File: src/rtl/cons_uart_pkg.sv
package cons_uart_pkg;
    localparam int BYTE_W = 8;

    localparam logic [3:0] OFS_DATA = 4'h8;
    localparam logic [3:0] OFS_IER  = 4'h9;
    localparam logic [3:0] OFS_CMD  = 4'hB;
    localparam logic [3:0] OFS_MCR  = 4'hC;
    localparam logic [3:0] OFS_STAT = 4'hD;

    localparam logic [BYTE_W-1:0] CMD_ARM   = 8'h03;
    localparam logic [BYTE_W-1:0] CMD_TXACK = 8'h28;
    localparam logic [BYTE_W-1:0] LINE_BASE = 8'h64;
    localparam logic [BYTE_W-1:0] SRC_TX    = 8'h10;
    localparam logic [BYTE_W-1:0] SRC_RX    = 8'h20;

    typedef enum logic { PTR_LINE, PTR_SRC } ptr_state_t;
    typedef enum logic { HOLD_EMPTY, HOLD_FULL } hold_state_t;
endpackage

File: src/rtl/cons_ptr_fsm.sv
module cons_ptr_fsm
    import cons_uart_pkg::*;
(
    input  logic              clk,
    input  logic              rst_n,
    input  logic              cmd_wr,
    input  logic [BYTE_W-1:0] cmd_byte,
    input  logic              stat_rd,
    output ptr_state_t        state
);
    ptr_state_t state_nx;

    always_ff @(posedge clk or negedge rst_n) begin
        if (!rst_n) state <= PTR_LINE;
        else        state <= state_nx;
    end

    always_comb begin
        state_nx = state;
        if (cmd_wr) begin
            state_nx = (cmd_byte == CMD_ARM) ? PTR_SRC : PTR_LINE;   // arm / disarm
        end else begin
            unique case (state)
                PTR_LINE: state_nx = PTR_LINE;
                PTR_SRC:  if (stat_rd) state_nx = PTR_LINE;          // consume
                default:  state_nx = PTR_LINE;
            endcase
        end
    end

    // a source read hands the pointer back to line status
    p_src_consume_r3: assert property (@(posedge clk) disable iff (!rst_n)
        (stat_rd && !cmd_wr && state == PTR_SRC) |=> (state == PTR_LINE));
    // arm code always lands in PTR_SRC
    p_arm_r2: assert property (@(posedge clk) disable iff (!rst_n)
        (cmd_wr && cmd_byte == CMD_ARM) |=> (state == PTR_SRC));
endmodule

File: src/rtl/cons_rx_hold.sv
module cons_rx_hold
    import cons_uart_pkg::*;
(
    input  logic              clk,
    input  logic              rst_n,
    input  logic              rx_valid,
    input  logic [BYTE_W-1:0] rx_data,
    input  logic              take,
    output logic              rx_ready,
    output logic              full,
    output logic [BYTE_W-1:0] held
);
    hold_state_t state, state_nx;
    logic        capture;

    assign capture = rx_valid && (state == HOLD_EMPTY);

    always_ff @(posedge clk or negedge rst_n) begin
        if (!rst_n) begin
            state <= HOLD_EMPTY;
            held  <= '0;
        end else begin
            state <= state_nx;
            if (capture) held <= rx_data;
        end
    end

    always_comb begin
        state_nx = state;
        unique case (state)
            HOLD_EMPTY: if (rx_valid) state_nx = HOLD_FULL;     // capture
            HOLD_FULL:  if (take)     state_nx = HOLD_EMPTY;    // drain
            default:    state_nx = HOLD_EMPTY;
        endcase
    end

    always_comb begin
        rx_ready = (state == HOLD_EMPTY);
        full     = (state == HOLD_FULL);
    end

    // an accepted character is what the slot then holds
    p_capture_r9: assert property (@(posedge clk) disable iff (!rst_n)
        (rx_valid && rx_ready) |=> (full && held == $past(rx_data)));
    // a data read of a full slot empties it
    p_drain_r5: assert property (@(posedge clk) disable iff (!rst_n)
        (take && full) |=> rx_ready);
endmodule

File: src/rtl/cons_tx_flag.sv
module cons_tx_flag (
    input  logic clk,
    input  logic rst_n,
    input  logic xmit,
    input  logic ack,
    output logic pend,
    output logic ack_miss
);
    always_ff @(posedge clk or negedge rst_n) begin
        if (!rst_n)    pend <= 1'b0;
        else if (xmit) pend <= 1'b1;
        else if (ack)  pend <= 1'b0;
    end

    assign ack_miss = ack && !pend;

    // each sent byte leaves an interrupt pending
    p_tx_pend_r7: assert property (@(posedge clk) disable iff (!rst_n)
        xmit |=> pend);
    // acknowledge clears it
    p_ack_clear_r4: assert property (@(posedge clk) disable iff (!rst_n)
        (ack && !xmit) |=> !pend);
endmodule

File: src/rtl/cons_uart_regs.sv
module cons_uart_regs
    import cons_uart_pkg::*;
#(
    parameter int ADDR_W = 8
) (
    input  logic              clk,
    input  logic              rst_n,
    input  logic              bus_sel,
    input  logic              bus_we,
    input  logic [ADDR_W-1:0] bus_addr,
    input  logic [7:0]        bus_wdata,
    output logic [7:0]        bus_rdata,
    input  logic              rx_valid,
    input  logic [7:0]        rx_data,
    output logic              rx_ready,
    output logic              tx_valid,
    output logic [7:0]        tx_data,
    output logic              err_flag
);
    localparam logic [ADDR_W-1:0] A_DATA = ADDR_W'(OFS_DATA);
    localparam logic [ADDR_W-1:0] A_CMD  = ADDR_W'(OFS_CMD);
    localparam logic [ADDR_W-1:0] A_STAT = ADDR_W'(OFS_STAT);

    logic        rd, wr;
    logic        data_rd, data_wr, cmd_wr, stat_rd, tx_ack;
    logic        full, pend, ack_miss, rx_seen;
    logic [7:0]  held;
    ptr_state_t  ptr;

    always_comb begin
        rd      = bus_sel && !bus_we;
        wr      = bus_sel && bus_we;
        data_rd = rd && (bus_addr == A_DATA);
        data_wr = wr && (bus_addr == A_DATA);
        cmd_wr  = wr && (bus_addr == A_CMD);
        stat_rd = rd && (bus_addr == A_STAT);
        tx_ack  = cmd_wr && (bus_wdata == CMD_TXACK);
    end

    cons_ptr_fsm u_ptr (
        .clk      (clk),
        .rst_n    (rst_n),
        .cmd_wr   (cmd_wr),
        .cmd_byte (bus_wdata),
        .stat_rd  (stat_rd),
        .state    (ptr)
    );

    cons_rx_hold u_hold (
        .clk      (clk),
        .rst_n    (rst_n),
        .rx_valid (rx_valid),
        .rx_data  (rx_data),
        .take     (data_rd),
        .rx_ready (rx_ready),
        .full     (full),
        .held     (held)
    );

    cons_tx_flag u_tx (
        .clk      (clk),
        .rst_n    (rst_n),
        .xmit     (data_wr),
        .ack      (tx_ack),
        .pend     (pend),
        .ack_miss (ack_miss)
    );

    assign tx_valid = data_wr;
    assign tx_data  = bus_wdata;

    // a status read on an empty slot sees a character offered in the same cycle
    assign rx_seen = full || rx_valid;

    always_comb begin
        bus_rdata = '0;
        if (data_rd && full) begin
            bus_rdata = held;
        end else if (stat_rd) begin
            unique case (ptr)
                PTR_LINE: bus_rdata = LINE_BASE | {7'd0, rx_seen};
                PTR_SRC:  bus_rdata = pend    ? SRC_TX :
                                      rx_seen ? SRC_RX : 8'h00;
                default:  bus_rdata = '0;
            endcase
        end
    end

    always_ff @(posedge clk or negedge rst_n) begin
        if (!rst_n)                                 err_flag <= 1'b0;
        else if (ack_miss || (data_rd && !full))    err_flag <= 1'b1;
    end

    // line status always carries bits 6, 5 and 2
    p_line_bits_r1: assert property (@(posedge clk) disable iff (!rst_n)
        (stat_rd && ptr == PTR_LINE) |-> (bus_rdata[6:5] == 2'b11 && bus_rdata[2]));
    // error flag is sticky
    p_err_sticky_r11: assert property (@(posedge clk) disable iff (!rst_n)
        err_flag |=> err_flag);
    // empty data read raises the flag
    p_empty_rd_r6: assert property (@(posedge clk) disable iff (!rst_n)
        (data_rd && !full) |=> err_flag);
endmodule

File: config.mk
export PLATFORM = sky130hd
export DESIGN_NAME = cons_uart_regs
export DESIGN_NICKNAME = d
export VERILOG_FILES = /design/src/rtl/cons_uart_pkg.sv /design/src/rtl/cons_ptr_fsm.sv /design/src/rtl/cons_rx_hold.sv /design/src/rtl/cons_tx_flag.sv /design/src/rtl/cons_uart_regs.sv
export SDC_FILE = /design/constraint.sdc
export NUM_CORES = 1
export LEC_CHECK = 0
export ABC_AREA = 1
export CORE_ASPECT_RATIO = 1.2
export CORE_MARGIN = 2
export CORE_UTILIZATION = 36
export CTS_BUF_LIST = sky130_fd_sc_hd__clkbuf_4 sky130_fd_sc_hd__clkbuf_8 sky130_fd_sc_hd__clkbuf_16
export CTS_CLUSTER_SIZE = 28
export DETAILED_ROUTE_END_ITERATION = 7
export PLACE_DENSITY = 0.77
export SETUP_SLACK_MARGIN = 0.1
export SYNTH_ARGS = -nofsm -noshare
export SYNTH_HDL_FRONTEND = slang
export SYNTH_SLANG_ARGS = --single-unit
File: constraint.sdc
create_clock -name clk -period 1.55 [get_ports clk]
set_input_delay 0.2325 -clock clk [delete_from_list [all_inputs] [get_ports clk]]
set_output_delay 0.2325 -clock clk [all_outputs]
set_load 0.02 [all_outputs]
==> metrics.md <==
| Metric | Value |
|---|---|
| Footprint of the multi-input gates | `459 µm²` |
| # fillers | `202` |
| Cells along the critical path | `buf_4 > nand4_1 > nand2_2 > buf_6` |
| Starting DRC count in detailed routing | `12` |
| Synth top area cells | `dfrtp_1, nand2_1, nor2_1` |
| Clk_lat worst skew | `0.26 ns` |
| Die Area | `2690 µm²` |
| FF-to-FF End | `u_hold.held[2]$_DFFE_PN0P_` |
| Crit path launch | `u_hold.full$_DFF_PN0_` |
| Critical Path Slowest Stage Cell | `dfrtp_1` |
| Crit. End Element | `output pin` |
| Met2 Use GR | `0.339` |
| Least-Margin Pin Slew | `0.517 ns` |
| Largest net degree at the start of global routing | `13` |
| Place WS | `-0.715 ns` |
| Outcome | `complete, no violations` |
| Root Buffer | `clkbuf_4` |
| Max incr delay on CP | `0.43 ns` |
| Layout area overhead | `81.2%` |
| Worst r2r src | `u_hold.full$_DFF_PN0_` |
| RSZ-0062 raised after global routing | `true` |
| Residual DRC | `0` |
| Startpoint Class | `register` |
| Vias in the first global route | `996` |
| Final Cycle Share | `0.920` |
| Number of port buffers | `47` |
| Clk buf depth | `2` |
| Starting Density | `0.369` |
| CTS clk-pin slew, worst paths | `0.07 ns` |
| Cell Pwr Density | `519 nW/µm²` |
| Yosys warns | `0` |
| GR Overflow Total | `0` |
| Synth area leader | `dfrtp_1` |
| LEAKAGE | `0.765 nW` |
| Via density | `4.66` |
| H-tree Lvls | `1` |
| IO Count | `48` |
| VDD IR max | `614 µV` |
| Highest Clock Rate | `701 MHz` |
| Post-Route WL | `2200 µm` |
| DR pass1 iterations | `4` |
| Count of pins over their slew limit | `0` |
| R2R Setup Slk | `0.20 ns` |
| Horiz. Die Dim | `47.7 µm` |
| Slew HR | `0.654` |
| Final Critical Period | `1.43 ns` |
| Kind of critical path | `reg -> out` |
| Global-route wire length before repair | `3580 µm` |
| Hold-fix buffers at CTS | `0` |
| Commonest non-fill, non-tap cells in the layout | `buf_4, clkdlybuf4s50_1, nand2_1` |
| CTS tree | `built` |
| Synthesized area | `825 µm²` |
| Worst min-delay path class | `in -> async` |
| Syn_nets | `137` |
| ANT cells | `0` |
| Fin area | `1490 µm²` |
| Initial antenna violation count | `0` |
| R2R depth | `5` |
| Sequential fraction of the synthesis area | `0.364` |
| Core Area | `2230 µm²` |
| Gr busiest metal | `met2` |
| Clk sink count | `12` |
| Std cell rows | `19` |
| CP endpoint | `bus_rdata[5]` |
| Synthesized flop and latch total | `12` |
| Endpoints failing setup | `0` |
| Synth Instances | `108` |
| Total CTS buffers | `3` |
| Final antenna-violating net count | `0` |
| Nets | `199` |
| Placement Cell Area | `1340 µm²` |
| Layout cells sized above 1 | `0.438` |
| Final hold violations | `0` |
| Routed WL per cell | `11.0 µm` |
| Total of max-cap violations | `0` |
| Arr. time, crit path | `1.19 ns` |
| Final WS setup | `0.123 ns` |
| Critical Path RT | `1.32 ns` |
| Met1 GRT Util | `0.175` |
| Gr usage total | `0.173` |
| Commonest non-fill, non-tap cell in the layout | `buf_4` |
| Die Y | `56.4 µm` |
| Pwr Total | `0.000775 W` |
| Worst-path maximum fanout | `5` |
| Total vias in the final route | `932` |
| Register area | `300 µm²` |
| Post-synth cell types | `17` |
| Met3 GRT Util | `0.0225` |
| Final HPWL from detailed placement | `1740 µm` |
| Post-synthesis area per instance | `7.63 µm²` |
| Yosys top cell area share | `0.364` |
| Worst Skew | `0.00304 ns` |
| GP Congestion | `0.746` |
layout make-up:
class / count / area share
timing repair buffer: 67 / 0.393
multi-input combinational: 70 / 0.307
sequential: 12 / 0.201
inverter: 16 / 0.0486
tap: 31 / 0.0260
clock buffer: 4 / 0.0243
worst min-delay path by stage:
stage	startpoint	endpoint	slack, ns	cells after the start
floorplan	rst_n	err_flag$_DFFE_PN0P_	-0.06	0
global placement	err_flag$_DFFE_PN0P_	err_flag$_DFFE_PN0P_	0.47	2
detailed placement	err_flag$_DFFE_PN0P_	err_flag$_DFFE_PN0P_	0.47	2
CTS	rst_n	u_hold.held[2]$_DFFE_PN0P_	0.33	1
global route	rst_n	u_hold.held[0]$_DFFE_PN0P_	0.35	1
finish	rst_n	u_tx.pend$_DFFE_PN0P_	0.31	1
sequential cells by signal, summed over array words and instances (netlist names):
signal,count
err_flag,1
u_hold.held,8
u_hold.full,1
u_tx.pend,1
u_ptr.state,1
critical path, delay by kind of cell (launching register included):
family,cells,cell delay [ns]
buffers and inverters,2,0.29
AND/OR/NAND/NOR,2,0.21
flip-flops,1,0.43
Yosys cell counts:
cell type and count:
nor3_2 1, nand2_4 1, mux2_4 4, nand2_1 19
inv_6 1, nand4_1 7, buf_6 2, nor2_4 1
nand3_1 12, mux2_2 1, buf_4 8, a21oi_1 3
inv_1 15, a31oi_1 1, dfrtp_1 12, o21ai_0 1
nor2_1 19
metrics by stage:
stage | TNS [ns] | hold slack (ns) | instances | util
6_report | 0 | 0.310 | 200 | 0.669
5_1_grt | 0 | 0.352 | 200 | 0.669
4_1_cts | 0 | 0.327 | 197 | 0.650
3_5_place_dp | -5.95 | 0.472 | 188 | 0.600
3_3_place_gp | -5.55 | 0.474 | 188 | 0.600
2_1_floorplan | 0 | -0.0631 | 108 | -
power breakdown:
part           switching (W)  total (W)  internal [W]  leakage, nW
clock              0.0000959   0.000238      0.000142       0.0210
combinational      0.0000845   0.000194      0.000110        0.603
sequential        0.00000977   0.000343      0.000333        0.140
total               0.000190   0.000775      0.000585        0.765
layer usage:
layer / vias to the layer above / part of all wire / wire, µm
met5: - / 0 / 0
met4: 0 / 0 / 0
met3: 0 / 0.067 / 147
met2: 33 / 0.57 / 1260
met1: 437 / 0.36 / 794
li1: 462 / - / -
timing repair:
item,in CTS,in global routing
gates resized for setup,106,27
pin swaps,15,12
setup buffers,5,3
setup endpoints to repair,19,10
kinds of logic after synthesis:
logic type             count (synthesis)  synth area share
AO/OA/AOI/OAI                          5            0.0319
buffers and inverters                 26             0.179
flip-flops                            12             0.364
multiplexers                           5            0.0865
AND/OR/NAND/NOR                       60             0.338
(Power assumes the default switching activity.)
